$ cat config.mk
export PLATFORM = sky130hd
export DESIGN_NAME = sram_async_ctrl
export DESIGN_NICKNAME = d
export VERILOG_FILES = /design/src/rtl/sram_ctrl_pkg.sv /design/src/rtl/sram_phase_timer.sv /design/src/rtl/sram_seq_fsm.sv /design/src/rtl/sram_bus_path.sv /design/src/rtl/sram_async_ctrl.sv
export SDC_FILE = /design/constraint.sdc
export NUM_CORES = 1
export LEC_CHECK = 0
export BUFFER_PORTS_ARGS = -buffer_cell sky130_fd_sc_hd__buf_4
export CAP_MARGIN = 30
export CORE_MARGIN = 2
export CORE_UTILIZATION = 51
export CTS_CLUSTER_SIZE = 16
export DETAILED_ROUTE_END_ITERATION = 6
export GPL_ROUTABILITY_DRIVEN = 1
export HOLD_SLACK_MARGIN = 0.15
export PLACE_DENSITY = 0.78
export SETUP_SLACK_MARGIN = 0.5
export SKIP_LAST_GASP = 1
export SLEW_MARGIN = 40
export SYNTH_ARGS = -nofsm -noshare
export SYNTH_HDL_FRONTEND = slang
export SYNTH_SLANG_ARGS = --single-unit
$ cat constraint.sdc
create_clock -name clk -period 2.8 [get_ports clk]
set_input_delay 0.14 -clock clk [delete_from_list [all_inputs] [get_ports clk]]
set_output_delay 0.14 -clock clk [all_outputs]
set_load 0.1 [all_outputs]
$ cat src/rtl/sram_ctrl_pkg.sv
// Shared phase encoding and nanosecond-to-cycle conversion for the SRAM controller.
// Assumes all timing parameters are non-negative integers in nanoseconds.
package sram_ctrl_pkg;

    typedef enum logic [2:0] {
        PH_IDLE   = 3'd0,
        PH_ADDR   = 3'd1,
        PH_WPULSE = 3'd2,
        PH_WREC   = 3'd3,
        PH_RACC   = 3'd4,
        PH_RTURN  = 3'd5,
        PH_RET    = 3'd6,
        PH_RECOV  = 3'd7
    } phase_t;

    // Round ns up to whole clock cycles, never less than one.
    function automatic int ns2cyc(input int ns, input int per);
        int c;
        c = (ns + per - 1) / per;
        return (c < 1) ? 1 : c;
    endfunction

    function automatic int imax(input int a, input int b);
        return (a > b) ? a : b;
    endfunction

endpackage

$ cat src/rtl/sram_phase_timer.sv
// Down-counter that times one strobe phase. A load sets the count; done is
// high while the count is zero. Assumes load values fit CW bits.
module sram_phase_timer #(
    parameter int CW = 8
) (
    input  logic          clk,
    input  logic          rst_n,
    input  logic          load,
    input  logic [CW-1:0] load_val,
    output logic          done
);
    logic [CW-1:0] cnt_q;

    // Load a new phase length or count the current one down to zero.
    always_ff @(posedge clk) begin
        if (!rst_n)             cnt_q <= '0;
        else if (load)          cnt_q <= load_val;
        else if (cnt_q != '0)   cnt_q <= cnt_q - 1'b1;
    end

    assign done = (cnt_q == '0);
endmodule

$ cat src/rtl/sram_seq_fsm.sv
// Phase sequencer: walks each access through address, strobe and recovery
// phases, and handles retention entry and exit. Phase lengths are in cycles
// (each >= 1). Assumes the timer reports done one cycle after a load of 0.
module sram_seq_fsm
    import sram_ctrl_pkg::*;
#(
    parameter int CW        = 8,
    parameter int WP_CYC    = 6,
    parameter int WREC_CYC  = 1,
    parameter int ACC_CYC   = 7,
    parameter int TURN_CYC  = 3,
    parameter int RECOV_CYC = 50
) (
    input  logic          clk,
    input  logic          rst_n,
    input  logic          req_valid,
    input  logic          req_we,
    input  logic          ret_req,
    input  logic          tmr_done,
    output logic          tmr_load,
    output logic [CW-1:0] tmr_val,
    output phase_t        phase_d,
    output logic          accept,
    output logic          capture,
    output logic          ready
);
    phase_t state_q;
    logic   is_wr_q;

    assign ready   = (state_q == PH_IDLE) && !ret_req;
    assign accept  = ready && req_valid;
    assign capture = (state_q == PH_RACC) && tmr_done;

    // Next phase and timer load for each phase.
    always_comb begin
        phase_d  = state_q;
        tmr_load = 1'b0;
        tmr_val  = '0;
        case (state_q)
            PH_IDLE: begin
                if (ret_req)        phase_d = PH_RET;
                else if (req_valid) phase_d = PH_ADDR;
            end
            PH_ADDR: begin
                tmr_load = 1'b1;
                if (is_wr_q) begin
                    phase_d = PH_WPULSE;
                    tmr_val = CW'(WP_CYC - 1);
                end else begin
                    phase_d = PH_RACC;
                    tmr_val = CW'(ACC_CYC - 1);
                end
            end
            PH_WPULSE: if (tmr_done) begin
                phase_d  = PH_WREC;
                tmr_load = 1'b1;
                tmr_val  = CW'(WREC_CYC - 1);
            end
            PH_WREC:  if (tmr_done) phase_d = PH_IDLE;
            PH_RACC: if (tmr_done) begin
                phase_d  = PH_RTURN;
                tmr_load = 1'b1;
                tmr_val  = CW'(TURN_CYC - 1);
            end
            PH_RTURN: if (tmr_done) phase_d = PH_IDLE;
            PH_RET: if (!ret_req) begin
                phase_d  = PH_RECOV;
                tmr_load = 1'b1;
                tmr_val  = CW'(RECOV_CYC - 1);
            end
            PH_RECOV: begin
                if (ret_req)       phase_d = PH_RET;
                else if (tmr_done) phase_d = PH_IDLE;
            end
            default: phase_d = PH_IDLE;
        endcase
    end

    // Phase register and latched access direction.
    always_ff @(posedge clk) begin
        if (!rst_n) begin
            state_q <= PH_IDLE;
            is_wr_q <= 1'b0;
        end else begin
            state_q <= phase_d;
            if (accept) is_wr_q <= req_we;
        end
    end
endmodule

$ cat src/rtl/sram_bus_path.sv
// Registered memory-side outputs: address/data latches, strobes decoded from
// the next phase so they change glitch-free on a clock edge, and read capture.
// Assumes mem_dq_i is settled at the capture edge.
module sram_bus_path
    import sram_ctrl_pkg::*;
#(
    parameter int AW = 15,
    parameter int DW = 8
) (
    input  logic          clk,
    input  logic          rst_n,
    input  logic          accept,
    input  logic          capture,
    input  phase_t        phase_d,
    input  logic [AW-1:0] host_addr,
    input  logic [DW-1:0] host_wdata,
    input  logic [DW-1:0] mem_dq_i,
    output logic          mem_cs_n,
    output logic          mem_we_n,
    output logic          mem_oe_n,
    output logic [AW-1:0] mem_addr,
    output logic [DW-1:0] mem_dq_o,
    output logic          mem_dq_oe,
    output logic          rd_valid,
    output logic [DW-1:0] rd_data
);
    logic wr_ph, rd_ph;
    assign wr_ph = (phase_d == PH_WPULSE);
    assign rd_ph = (phase_d == PH_RACC);

    // Strobes and drive enable, all high/off in reset.
    always_ff @(posedge clk) begin
        if (!rst_n) begin
            mem_cs_n  <= 1'b1;
            mem_we_n  <= 1'b1;
            mem_oe_n  <= 1'b1;
            mem_dq_oe <= 1'b0;
        end else begin
            mem_cs_n  <= !(wr_ph || rd_ph);
            mem_we_n  <= !wr_ph;
            mem_oe_n  <= !rd_ph;
            mem_dq_oe <= wr_ph;
        end
    end

    // Latch address and write data when a request is accepted.
    always_ff @(posedge clk) begin
        if (!rst_n) begin
            mem_addr <= '0;
            mem_dq_o <= '0;
        end else if (accept) begin
            mem_addr <= host_addr;
            mem_dq_o <= host_wdata;
        end
    end

    // Capture read data on the edge that closes the access window.
    always_ff @(posedge clk) begin
        if (!rst_n) begin
            rd_valid <= 1'b0;
            rd_data  <= '0;
        end else begin
            rd_valid <= capture;
            if (capture) rd_data <= mem_dq_i;
        end
    end
endmodule

$ cat src/rtl/sram_async_ctrl.sv
// Top of the asynchronous SRAM controller: converts nanosecond limits into
// cycle counts and connects sequencer, phase timer and bus path.
// Assumes the host holds request fields steady while valid waits for ready.
module sram_async_ctrl
    import sram_ctrl_pkg::*;
#(
    parameter int AW          = 15,
    parameter int DW          = 8,
    parameter int CLK_NS      = 10,
    parameter int T_WC_NS     = 70,
    parameter int T_WP_NS     = 55,
    parameter int T_CW_NS     = 50,
    parameter int T_AW_NS     = 50,
    parameter int T_DW_NS     = 30,
    parameter int T_RC_NS     = 70,
    parameter int T_AA_NS     = 70,
    parameter int T_ACS_NS    = 70,
    parameter int T_OE_NS     = 35,
    parameter int T_HZ_NS     = 30,
    parameter int T_RECOV_NS  = 5_000_000
) (
    input  logic          clk,
    input  logic          rst_n,
    input  logic          host_valid,
    output logic          host_ready,
    input  logic          host_we,
    input  logic [AW-1:0] host_addr,
    input  logic [DW-1:0] host_wdata,
    output logic          rd_valid,
    output logic [DW-1:0] rd_data,
    input  logic          ret_req,
    output logic          mem_cs_n,
    output logic          mem_we_n,
    output logic          mem_oe_n,
    output logic [AW-1:0] mem_addr,
    output logic [DW-1:0] mem_dq_o,
    output logic          mem_dq_oe,
    input  logic [DW-1:0] mem_dq_i
);
    localparam int WP_CYC    = ns2cyc(imax(imax(T_WP_NS, T_CW_NS), imax(T_AW_NS, T_DW_NS)), CLK_NS);
    localparam int WC_CYC    = ns2cyc(T_WC_NS, CLK_NS);
    localparam int WREC_CYC  = imax(1, WC_CYC - WP_CYC - 1);
    localparam int ACC_CYC   = ns2cyc(imax(imax(T_AA_NS, T_ACS_NS), T_OE_NS), CLK_NS);
    localparam int RC_CYC    = ns2cyc(T_RC_NS, CLK_NS);
    localparam int HZ_CYC    = ns2cyc(T_HZ_NS, CLK_NS);
    localparam int TURN_CYC  = imax(HZ_CYC, imax(1, RC_CYC - ACC_CYC - 1));
    localparam int RECOV_CYC = ns2cyc(T_RECOV_NS, CLK_NS);
    localparam int CW        = $clog2(RECOV_CYC + ACC_CYC + WP_CYC + TURN_CYC + 1);

    logic          tmr_load, tmr_done, accept, capture;
    logic [CW-1:0] tmr_val;
    phase_t        phase_d;

    sram_seq_fsm #(
        .CW(CW), .WP_CYC(WP_CYC), .WREC_CYC(WREC_CYC), .ACC_CYC(ACC_CYC),
        .TURN_CYC(TURN_CYC), .RECOV_CYC(RECOV_CYC)
    ) seq_i (
        .clk(clk), .rst_n(rst_n), .req_valid(host_valid), .req_we(host_we),
        .ret_req(ret_req), .tmr_done(tmr_done), .tmr_load(tmr_load),
        .tmr_val(tmr_val), .phase_d(phase_d), .accept(accept),
        .capture(capture), .ready(host_ready)
    );

    sram_phase_timer #(.CW(CW)) tmr_i (
        .clk(clk), .rst_n(rst_n), .load(tmr_load), .load_val(tmr_val),
        .done(tmr_done)
    );

    sram_bus_path #(.AW(AW), .DW(DW)) bus_i (
        .clk(clk), .rst_n(rst_n), .accept(accept), .capture(capture),
        .phase_d(phase_d), .host_addr(host_addr), .host_wdata(host_wdata),
        .mem_dq_i(mem_dq_i), .mem_cs_n(mem_cs_n), .mem_we_n(mem_we_n),
        .mem_oe_n(mem_oe_n), .mem_addr(mem_addr), .mem_dq_o(mem_dq_o),
        .mem_dq_oe(mem_dq_oe), .rd_valid(rd_valid), .rd_data(rd_data)
    );
endmodule

## Word-level counts from Yosys, hierarchy flattened

Index checks and enable logic that the tools add are counted.

- Bits in registers: 59
- Input port bits: 36
- Output and inout bits: 37
- Logic and storage cells: 53

- $add $sub $neg: 1
- Eq/ne operators: 9
- Muxes and demuxes: 18
- Reduce and logical (&&, ||, !) cells: 14

Operators with widths:

| operator | number |
|---|---|
| 2-to-1 mux 19 bit | 3 |
| case mux 19 bit (3 select lines) | 1 |
| 2-to-1 mux 3 bit | 8 |
| case mux 3 bit (7 select lines) | 1 |
| logical NOT 19 bit | 1 |
| nonzero test 19 bit | 1 |
| subtractor 19 x 1 -> 19 bit (second input constant) | 1 |
| equality test 3 bit (second input constant) | 5 |
| equality test 3 x 2 -> 1 bit (second input constant) | 3 |
| logical NOT 1 bit | 4 |
| 2-to-1 mux 2 bit | 2 |
| OR reduction 2 bit | 2 |
| equality test 3 x 1 -> 1 bit (second input constant) | 1 |
| logical AND 1 bit | 3 |
| logical NOT 3 bit | 1 |
| case mux 1 bit (3 select lines) | 1 |
| 2-to-1 mux 1 bit | 2 |
| nonzero test 2 bit | 1 |
| logical OR 1 bit | 1 |

## Logic depth before layout (Yosys ltp)

Gate-level depths: netlist (run 1).

- Word-level depth: 7
- Depth in mapped cells: 10
- Depth with buffers taken out: 8

## By module

From an unflattened synthesis (run 1), not the netlist that was laid out.

- Cells, all modules: 317
- Area total of the unflattened synthesis: 2977.9 um^2

Modules (own cells, without submodules):

| module | times used | cells an instance | area each (um^2) | sequential area each (um^2) |
|---|---|---|---|---|
| sram_bus_path | 1 | 113 | 1338.8 | 720.7 |
| sram_phase_timer | 1 | 137 | 1141.1 | 380.4 |
| sram_seq_fsm | 1 | 67 | 498.0 | 80.1 |

## Least setup slack after synthesis (run 1)

No wires, ideal clock.

- Kind: register to register
- Start point: reg seq_i.state_q[2]
- End point: reg bus_i.mem_addr[10]
- Library setup time: 0.076 ns
- Data arrival time: 3.781 ns
- Data required time: 2.724 ns
- Setup slack: -1.056 ns
- Cell stages (with the launch flop): 8
- Buffers on the path: 2
- Clock period less this slack: 3.856 ns
- Cell sequence: dfxtp_1 -> or2_2 -> nor3_1 -> and2_1 -> clkbuf_1 -> clkbuf_1 -> nand2_1 -> a21boi_0

- Cells in the longest elaborated chain, start to end: 3

Ends and longest elaborated chain:

| what | RTL line | text |
|---|---|---|
| start, declared | sram_seq_fsm.sv:27 | `phase_t state_q;` |
| start signal, assigned | sram_seq_fsm.sv:85 | `state_q <= phase_d;` |
| logical NOT 3 bit | sram_seq_fsm.sv:30 | `assign ready = (state_q == PH_IDLE) && !ret_req;` |
| logical AND 1 bit | sram_seq_fsm.sv:30 |  |
| via host_ready | sram_async_ctrl.sv:25 | `output logic host_ready,` |
| logical AND 1 bit | sram_seq_fsm.sv:31 | `assign accept = ready && req_valid;` |
| end signal, assigned | sram_bus_path.sv:52 | `mem_addr <= host_addr;` |
| end, declared | sram_bus_path.sv:21 | `output logic [AW-1:0] mem_addr,` |

The timed path passes the listed nets, and every way through them passes these cells.
A chain may end at the register's enable or synchronous reset.

## Worst setup path in the final report (run 1)

- Start point: reg tmr_i.cnt_q[3]
- End point: reg tmr_i.cnt_q[16]

- Cells in the longest elaborated chain, start to end: 4
- Elaborated cells between the ends (all ways): 8
- Classes of those cells: 1 x add/sub; 4 x mux; 3 x reduce/logical

Ends and longest elaborated chain:

| what | RTL line | text |
|---|---|---|
| start, declared | sram_phase_timer.sv:12 | `logic [CW-1:0] cnt_q;` |
| start signal, assigned | sram_phase_timer.sv:17 | `else if (load) cnt_q <= load_val;` |
| start signal, assigned | sram_phase_timer.sv:18 | `else if (cnt_q != '0) cnt_q <= cnt_q - 1'b1;` |
| parallel branches: the longest is 4 deep, another holds subtractor 19 x 1 -> 19 bit | n/a |  |

Several ways; the timed one is not identified. The select of a mux whose other input is x is not followed.

==> flow_metrics.py, run 1 <==
metrics = {
    "cts": {
        "htreeDepth": 3,
        "cts_buffers": 9,
        "cts.sinks": 59,
        "clkTransAtPathRegs_ps": 60,
        "cts_tree": "yes",
        "ctsRootBufferMaster": "clkbuf_8",
        "clk_latency_ps": 330,
        "cts_max_path_buffers": 2,
    },
    "yosys": {
        "syn_area_per_cell_um2": 8.77,
        "synthTopCellsByArea": "dfxtp_1 46%, nand2_1 8.5%, a21boi_0 7.0%",
        "ys_ff_latch": 59,
        "seq_area_frac_synth_pct": 46.0,
        "synthCells": 293,
        "yosys.area.top_type": "dfxtp_1",
        "yosys_warnings": 0,
        "synth_top_area_share_pct": 46.0,
        "syn_area_mm2": 0.00257,
        "synth_fp_nets": 330,
        "ys_types": 43,
    },
    "status": {
        "status": "completed",
    },
    "power": {
        "cellPowerDensity_mw_per_mm2": 1030,
        "p_leak_nw": 1.50,
        "ir_drop_mv": 0.551,
    },
    "cells_and_area": {
        "final_layout_size_suffix_gt1_share_pct": 29.5,
        "fin_nets": 436,
        "synthToLayoutAreaGrowth_pct": 45.9,
        "n_antenna_cell": 0,
        "fillers": 317,
        "design_area_mm2": 0.00375,
    },
    "critical_path": {
        "r2r_start": "tmr_i.cnt_q[3]",
        "crit_type": "flip-flop to flip-flop",
        "worstPathCellList": "or3_4, or4_4, or4_4, o2bb2a_4, o221a_1",
        "cp_slowest_cell": "or4_4",
        "critPathArrivalTime_ps": 2510,
        "critPathLaunchType": "flip-flop",
        "slowest_delay_ps": 570,
        "end_kind": "flip-flop",
        "cp_max_fo": 6,
        "required_ps": 3020,
        "crit_start": "tmr_i.cnt_q[3]",
        "crit_top_cell": "or4_4",
    },
    "grt": {
        "antenna_found_initial": 0,
        "overflow": 0,
        "grt_pass1_vias": 2405,
        "track_usage_pct": 26.3,
        "grt_pass1_wl_mm": 11.1,
        "grt_start_max_net_pins": 43,
    },
    "drt": {
        "met3_length_um": 497,
        "drt_pass1_iterations": 6,
        "wl_met2_mm": 3.39,
        "wl_per_cell_um": 14.6,
        "final_antenna_net_count": 0,
        "wl_mm": 6.84,
        "drt_iter0_drc": 141,
        "viasPerCell": 5.27,
        "dr.max_layer_used": "met4",
        "drc": 0,
        "vias": 2478,
        "wl_met1_mm": 2.85,
    },
    "placement": {
        "portBuffers": 72,
        "detailed_place_hpwl_mm": 4.11,
        "place_ws_ps": 462,
        "gp_congestion": 0.863,
        "place_area_mm2": 0.00318,
    },
    "floorplanning": {
        "std_cell_rows": 25,
        "ioPinCount": 73,
        "core-area_mm2": 0.00479,
        "die_x_um": 75.0,
        "die_area_mm2": 0.00562,
        "die_y_um": 75.0,
        "initial_utilization_pct": 53.7,
    },
    "timing": {
        "slew_headroom_pct": 68.2,
        "hold_viol": 0,
        "min_period_ps": 2300,
        "setup_viol": 0,
        "skew_ps": 10.2,
        "slew_viol_final": 0,
        "max_freq_mhz": 436,
        "grt_setup_unrepaired": "yes",
        "finalSetupTns_ps": 0,
        "hold_ws_ps": 235,
        "tightest_slew_ps": 472,
        "timing.final.crit_share_pct": 82.0,
        "fin_ws_ps": 505,
    },
    "min_path": {
        "hold_start": "rst_n",
        "hold_path_class": "input port to flip-flop",
    },
    "job": {
        "max_cap_violations": 0,
    },
}
[where the power goes]
| group | internal (mW) | switching, mW |
|---|---|---|
| clock network | 0.403 | 0.331 |
| registers | 1.02 | 0.181 |
| logic | 0.737 | 1.18 |
[worst max-delay path: cells and delay by family, from the launching register on]
| kind | cells | cell delay [ps] |
|---|---|---|
| compound gates | 2 | 430 |
| flops | 1 | 360 |
| simple gates | 3 | 1390 |
[placed cells by master (no fill, tap or decap), types with 3 or more instances in the layout]
master	instances
buf_4	78
nand2_1	57
dfxtp_1	55
dlygate4sd3_1	32
a21boi_0	24
nor2_1	20
nor3_1	12
a21oi_1	11
xnor2_1	10
nor2b_1	10
clkbuf_8	9
mux2i_1	8
and2_1	7
inv_1	5
o21ai_0	4
xor2_1	4
or4_4	3
or3_4	3
dfxtp_2	3
[path summary, 6_finish.rpt]
path | to | slack [ps] | cells past startpoint
worst max-delay path | tmr_i.cnt_q[16] | 500 | 5
worst min-delay path | tmr_i.cnt_q[2] | 240 | 2
worst max register to register | tmr_i.cnt_q[16] | 500 | 5
worst min register to register | bus_i.mem_addr[4] | 460 | 2
[metal layers]
layer	up-vias	track usage [%]
li1	1211	-
met1	1164	30.7
met2	93	43.6
met3	10	10.3
met4	0	9.92
met5	-	0
[kinds of logic (layout without fill, tap and decap cells)]
family / Yosys count / in the layout / share of synthesized area (%)
buf+inv: 20 / 130 / 3.07
mux: 8 / 8 / 3.12
fa+ha+maj: 1 / 1 / 0.487
flops: 59 / 59 / 46.0
xor+xnor: 14 / 14 / 4.77
compound gates: 59 / 59 / 17.0
simple gates: 132 / 132 / 25.6
[final cells by class]
type / instances / area (um2) / share of cell area (%)
flip-flops and latches: 59 / 1190 / 31.7
repair buffers: 110 / 906 / 24.2
inverters: 5 / 18.8 / 0.501
clock inverters: 5 / 55.1 / 1.47
well taps: 67 / 83.8 / 2.24
multi-input cells: 214 / 1370 / 36.5
clock buffers: 10 / 128 / 3.41
[flip-flops by register name, indices dropped and copies added, names as in the netlist]
register,flops
bus_i.mem_cs_n,1
bus_i.rd_data,8
bus_i.rd_valid,1
seq_i.state_q,3
bus_i.mem_dq_oe,1
bus_i.mem_dq_o,8
bus_i.mem_oe_n,1
bus_i.mem_addr,15
seq_i.is_wr_q,1
tmr_i.cnt_q,19
bus_i.mem_we_n,1
[Yosys cell counts]
cell / instances
or4_4: 2
nand3b_1: 1
nand3_1: 1
a221oi_1: 1
or3_1: 4
xor2_1: 4
nor4_1: 1
buf_2: 3
a22o_1: 2
o221a_2: 2
o32ai_1: 1
clkbuf_1: 12
o211ai_1: 2
nor4b_1: 1
a22oi_1: 2
mux2i_1: 8
nand2_1: 58
xnor2_1: 10
a21oi_1: 11
o21ai_0: 5
o311a_1: 1
and3b_1: 1
o41ai_1: 2
and2_1: 7
nor2_1: 20
or4_1: 1
ha_1: 1
inv_1: 5
or4_2: 2
o2bb2a_4: 1
nor2b_1: 11
nor3_1: 13
nor2_2: 1
nand2b_1: 4
nand4b_4: 1
o221a_1: 1
o21ai_1: 1
a21boi_0: 24
or2_2: 2
dfxtp_1: 59
or3_4: 1
o31a_1: 1
o21a_1: 2
[timing repair]
item | CTS | global route
resized for setup | 4 | 11
buffers inserted | 0 | 2
endpoints found under the setup margin | 9 | 14
hold buffers | 32 | 0
endpoints found under the hold margin | 32 | 0
pin swaps | 0 | 2
[through the flow]
step	power [mW]	cells	utilization, %
floorplan	2.62	293	-
global route	4.09	470	78.3
finish	3.85	470	78.3
CTS	3.77	468	77.2
detailed placement	2.97	421	66.4
global placement	2.93	421	66.4
Note: power is estimated with default switching activity, not from simulation.
==> inputs of run 2 (changes only) <==
Clock period 2.8 ns to 2.3 ns, I/O delays scaled along.
==> run 2 against run 1 <==
Total power is 47% higher. First-iteration DRC count grew 70%. Clock-buffer cell count up 1. Cell count is 3.6% higher. Setup slack worse by 480 ps. Global-route usage is 3.9 points higher. Largest cell class unchanged. Via count up 11%. Register-to-register slack worse by 480 ps.
==> flow_metrics.py, run 2 (synthesis results as in run 1) <==
metrics = {
    "cts": {
        "clk_latency_ps": 340,
        "ctsRootBufferMaster": "clkbuf_8",
        "cts_buffers": 9,
        "cts_max_path_buffers": 2,
        "cts.sinks": 59,
        "htreeDepth": 3,
        "clkTransAtPathRegs_ps": 60,
        "cts_tree": "yes",
    },
    "timing": {
        "slew_viol_final": 0,
        "tightest_slew_ps": 594,
        "skew_ps": 9.54,
        "grt_setup_unrepaired": "yes",
        "fin_ws_ps": 22.3,
        "min_period_ps": 2280,
        "max_freq_mhz": 439,
        "setup_viol": 0,
        "hold_viol": 0,
        "finalSetupTns_ps": 0,
        "timing.final.crit_share_pct": 99.0,
        "slew_headroom_pct": 60.0,
        "hold_ws_ps": 231,
    },
    "placement": {
        "gp_congestion": 0.799,
        "place_ws_ps": 37.4,
        "portBuffers": 72,
        "detailed_place_hpwl_mm": 4.17,
    },
    "cells_and_area": {
        "layout_commonest_cell": "buf_4",
        "utilization_pct": 86.3,
        "synthToLayoutAreaGrowth_pct": 60.8,
        "top_regs": "tmr_i.cnt_q: 19 flops, bus_i.mem_addr: 15 flops",
        "fillers": 246,
        "register_area_mm2": 0.00119,
        "final_layout_size_suffix_gt1_share_pct": 39.5,
        "regMostFlops": "tmr_i.cnt_q",
        "largest_reg_flops": 19,
        "final_cell_mix": "84 x buf_4, 54 x nand2_1, 53 x dfxtp_1, 32 x dlygate4sd3_1, 23 x a21boi_1",
        "fin_nets": 453,
        "multiInputGateArea_mm2": 0.00156,
        "n_antenna_cell": 0,
    },
    "grt": {
        "track_usage_pct": 30.2,
        "overflow": 0,
        "grt.met2_usage_pct": 50.5,
        "met1_usage_pct": 34.3,
        "grt_pass1_vias": 2716,
        "busiest_layer": "met2",
        "grt_use_met3_pct": 10.6,
        "grt_start_max_net_pins": 44,
        "antenna_found_initial": 0,
        "grt_pass1_wl_mm": 12.6,
    },
    "critical_path": {
        "path_delay_family": "simple AND/OR/NAND/NOR gates",
        "slowest_delay_ps": 560,
        "cp_slowest_cell": "or4_4",
        "critPathArrivalTime_ps": 2500,
        "path_buf_inv": 0,
        "cp_max_fo": 2,
        "crit_top_cell": "or4_4",
        "crit_type": "flip-flop to flip-flop",
        "worstPathCellList": "or4_4, or3_4, or4_4, o2bb2a_4, o221a_1",
        "required_ps": 2520,
        "end_kind": "flip-flop",
        "critPathLaunchType": "flip-flop",
    },
    "floorplanning": {
        "ioPinCount": 73,
        "std_cell_rows": 25,
        "die_y_um": 75.0,
        "die_x_um": 75.0,
        "core-area_mm2": 0.00479,
        "initial_utilization_pct": 53.7,
        "die_area_mm2": 0.00562,
    },
    "drt": {
        "wl_per_cell_um": 17.1,
        "wl_mm": 8.34,
        "drc": 0,
        "drt_iter0_drc": 240,
        "drt_pass1_iterations": 5,
        "vias": 2745,
        "final_antenna_net_count": 0,
        "viasPerCell": 5.64,
    },
    "min_path": {
        "hold_path_class": "input port to flip-flop",
    },
    "power": {
        "p_leak_nw": 1.66,
        "p_total_mw": 5.68,
        "ir_drop_mv": 0.757,
        "cellPowerDensity_mw_per_mm2": 1370,
    },
    "job": {
        "max_cap_violations": 0,
    },
    "status": {
        "status": "completed",
    },
}
-- run 2: changes by cell type in the layout (fill, tap and decap cells not counted), moves of 5 or more --
| cell | previous run | this run |
|---|---|---|
| buf_6 | 0 | 10 |
| nor2_1 | 20 | 15 |
| a21boi_0 | 24 | 1 |
| a21boi_1 | 0 | 23 |
| nor3_1 | 12 | 7 |
| buf_4 | 78 | 84 |
-- run 2: power breakdown --
group	internal, mW	total [mW]	switching (mW)
clock network	0.634	1.04	0.407
registers	1.25	1.49	0.237
logic	1.29	3.15	1.86
total	3.18	5.68	2.50
-- run 2: final timing paths --
kind / from / end / slack, ps / cells after the start
min reg2reg: bus_i.mem_addr[13] / bus_i.mem_addr[13] / 460 / 2
max reg2reg: tmr_i.cnt_q[9] / tmr_i.cnt_q[16] / 20 / 5
max: tmr_i.cnt_q[9] / tmr_i.cnt_q[16] / 20 / 5
min: rst_n / tmr_i.cnt_q[1] / 230 / 2
-- run 2: worst register-to-register path, cell delays in order, from the launching register on --
cell and delay, ps:
dfxtp_2 330, or4_4 560, or3_4 390, or4_4 430
o2bb2a_4 230, o221a_1 220
-- run 2: per-stage QoR --
stage          std cells  instance area (um2)
4_1_cts              485                 4030
3_3_place_gp         425                 3320
3_5_place_dp         425                 3320
2_1_floorplan        293                 2750
5_1_grt              487                 4130
6_report             487                 4130
-- run 2: repair_timing --
action                     in CTS  in global routing
setup buffers                  11                  2
pin swaps                      15                 10
setup endpoints to repair      35                 37
hold endpoints to repair       32                  0
cloned                          2                  0
hold buffers                   32                  0
gates resized for setup        23                 19
-- run 2: metal layers --
| metal | wire length [um] | vias to the layer above |
|---|---|---|
| met2 | 4240 | 143 |
| li1 | - | 1247 |
| met3 | 607 | 38 |
| met1 | 3190 | 1317 |
| met5 | 0 | - |
| met4 | 302 | 0 |
-- run 2: cell type report --
type / count / share of cell area (%)
Multi-Input combinational cell: 215 / 37.8
Tap cell: 67 / 2.03
Clock buffer: 11 / 3.42
Clock inverter: 4 / 1.82
Inverter: 5 / 0.454
Timing Repair Buffer: 126 / 25.7
Sequential cell: 59 / 28.8
==> inputs of run 3 (changes only) <==
Clock period 2.3 ns to 2.39 ns, I/O delays scaled along.
==> run 3 against run 2 <==
Clock-buffer cell count rose by 1. Core utilization rose by 2.3 points. Fmax rose by 3.2%. Total power rose by 0.42%. Critical endpoint is now bus_i.mem_oe_n.
==> flow_metrics.py, run 3 (synthesis results as in run 1) <==
metrics = {
    "status": {
        "status": "completed",
    },
    "drt": {
        "final_antenna_net_count": 0,
        "viasPerCell": 5.55,
        "wl_per_cell_um": 18.9,
        "drc": 0,
        "drt_iter0_drc": 164,
        "vias": 2749,
        "drt_pass1_iterations": 4,
        "wl_mm": 9.37,
    },
    "timing": {
        "slew_headroom_pct": 64.7,
        "hold_viol": 0,
        "finalSetupTns_ps": 0,
        "skew_ps": 6.76,
        "min_period_ps": 2210,
        "slew_viol_final": 0,
        "timing.final.crit_share_pct": 92.4,
        "grt_setup_unrepaired": "yes",
        "tightest_slew_ps": 524,
        "max_freq_mhz": 453,
        "setup_viol": 0,
    },
    "cts": {
        "clk_latency_ps": 330,
        "ctsRootBufferMaster": "clkbuf_8",
        "cts_max_path_buffers": 2,
        "cts_buffers": 9,
        "clkTransAtPathRegs_ps": 60,
        "cts_tree": "yes",
        "cts.sinks": 59,
        "htreeDepth": 3,
    },
    "cells_and_area": {
        "regMostFlops": "tmr_i.cnt_q",
        "register_area_mm2": 0.00120,
        "largest_reg_flops": 19,
        "design_area_mm2": 0.00424,
        "final_layout_size_suffix_gt1_share_pct": 41.6,
        "fin_nets": 461,
        "n_antenna_cell": 0,
        "fillers": 210,
        "synthToLayoutAreaGrowth_pct": 65.1,
        "top_regs": "tmr_i.cnt_q: 19 flops, bus_i.mem_addr: 15 flops",
        "layout_commonest_cell": "buf_4",
        "final_cell_mix": "90 x buf_4, 56 x nand2_1, 50 x dfxtp_1, 32 x dlygate4sd3_1, 23 x a21boi_1",
        "multiInputGateArea_mm2": 0.00162,
    },
    "critical_path": {
        "worstPathCellList": "nor4_1, nand4b_4, buf_6, o41ai_2, a22o_1, nor2b_4, nand2_1",
        "slowest_delay_ps": 520,
        "required_ps": 2600,
        "crit_type": "flip-flop to flip-flop",
        "path_delay_family": "simple AND/OR/NAND/NOR gates",
        "cp_max_fo": 4,
        "critPathLaunchType": "flip-flop",
        "path_buf_inv": 1,
        "regToRegSetupSlack_ps": 180,
        "cp_slowest_cell": "nor4_1",
        "end_kind": "flip-flop",
        "critPathArrivalTime_ps": 2420,
    },
    "placement": {
        "detailed_place_hpwl_mm": 4.18,
        "place_area_mm2": 0.00329,
        "gp_congestion": 0.906,
        "portBuffers": 72,
    },
    "floorplanning": {
        "die_x_um": 75.0,
        "core-area_mm2": 0.00479,
        "die_area_mm2": 0.00562,
        "initial_utilization_pct": 53.7,
        "std_cell_rows": 25,
        "die_y_um": 75.0,
        "ioPinCount": 73,
    },
    "grt": {
        "antenna_found_initial": 0,
        "track_usage_pct": 32.5,
        "grt_start_max_net_pins": 44,
        "grt_pass1_vias": 2836,
        "overflow": 0,
        "grt_pass1_wl_mm": 13.4,
    },
    "power": {
        "pwr-share-clk_pct": 15.2,
        "cellPowerDensity_mw_per_mm2": 1340,
        "power.share.switching_pct": 45.4,
        "seqPwrFrac_pct": 25.7,
        "p_leak_nw": 1.70,
        "intPower_mw": 3.11,
        "p_sw_mw": 2.59,
        "ir_drop_mv": 0.683,
        "pwr-share-comb_pct": 59.1,
    },
    "job": {
        "max_cap_violations": 0,
    },
    "min_path": {
        "hold_path_class": "input port to flip-flop",
    },
}
## run 3: changes by cell type in the layout (fill, tap and decap cells not counted), sizes merged
| cell | before | now |
|---|---|---|
| clkbuf | 11 | 12 |
| bufinv | 2 | 1 |
| clkinvlp | 2 | 0 |
| clkinv | 0 | 2 |
| buf | 94 | 102 |
## run 3: path summary, 6_finish.rpt
path,from,to,depth (start not counted)
worst max-delay path,tmr_i.cnt_q[12],bus_i.mem_oe_n,7
worst min register to register,bus_i.mem_dq_o[7],bus_i.mem_dq_o[7],2
worst max register to register,tmr_i.cnt_q[12],bus_i.mem_oe_n,7
worst min-delay path,rst_n,tmr_i.cnt_q[1],2
## run 3: power by group through the flow
stage	Combinational, mW	Sequential, mW	Clock (mW)
global route	3.51	1.48	0.907
global placement	2.25	1.42	0
finish	3.37	1.47	0.865
detailed placement	2.28	1.43	0
CTS	2.90	1.42	0.860
floorplan	1.54	1.83	0
## run 3: final cells by class
class,instances,share of cell area [%]
clock buffer,12,3.19
timing repair buffer,134,26.9
tap,67,1.98
multi-input combinational,215,38.3
sequential,59,28.2
clock inverter,3,0.944
inverter,5,0.501
## run 3: through the flow
stage | hold slack, ps | total power, mW | setup WS (ps) | cells | util [%]
floorplan | 254 | 3.37 | 179 | 293 | -
global placement | 366 | 3.67 | 151 | 422 | 68.7
detailed placement | 376 | 3.71 | 119 | 422 | 68.7
CTS | 216 | 5.18 | 222 | 489 | 85.5
global route | 231 | 5.90 | 126 | 495 | 88.6
finish | 233 | 5.70 | 183 | 495 | 88.6
## run 3: routing by layer
metal  track usage (%)  share of wire [%]  up-vias
met5                 0                  0        -
met4              18.8                2.8        0
met3              7.76                5.8       23
met2              57.4                 54      112
met1              35.2                 37     1346
li1                  -                  -     1268
## run 3: timing repair
item                                    in CTS  in global routing
gates resized for setup                     38                 21
gates cloned                                 2                  0
endpoints found under the setup margin      35                 40
hold buffers                                32                  0
setup buffers                               18                  6
endpoints found under the hold margin       32                  0
pin swaps                                   22                 10
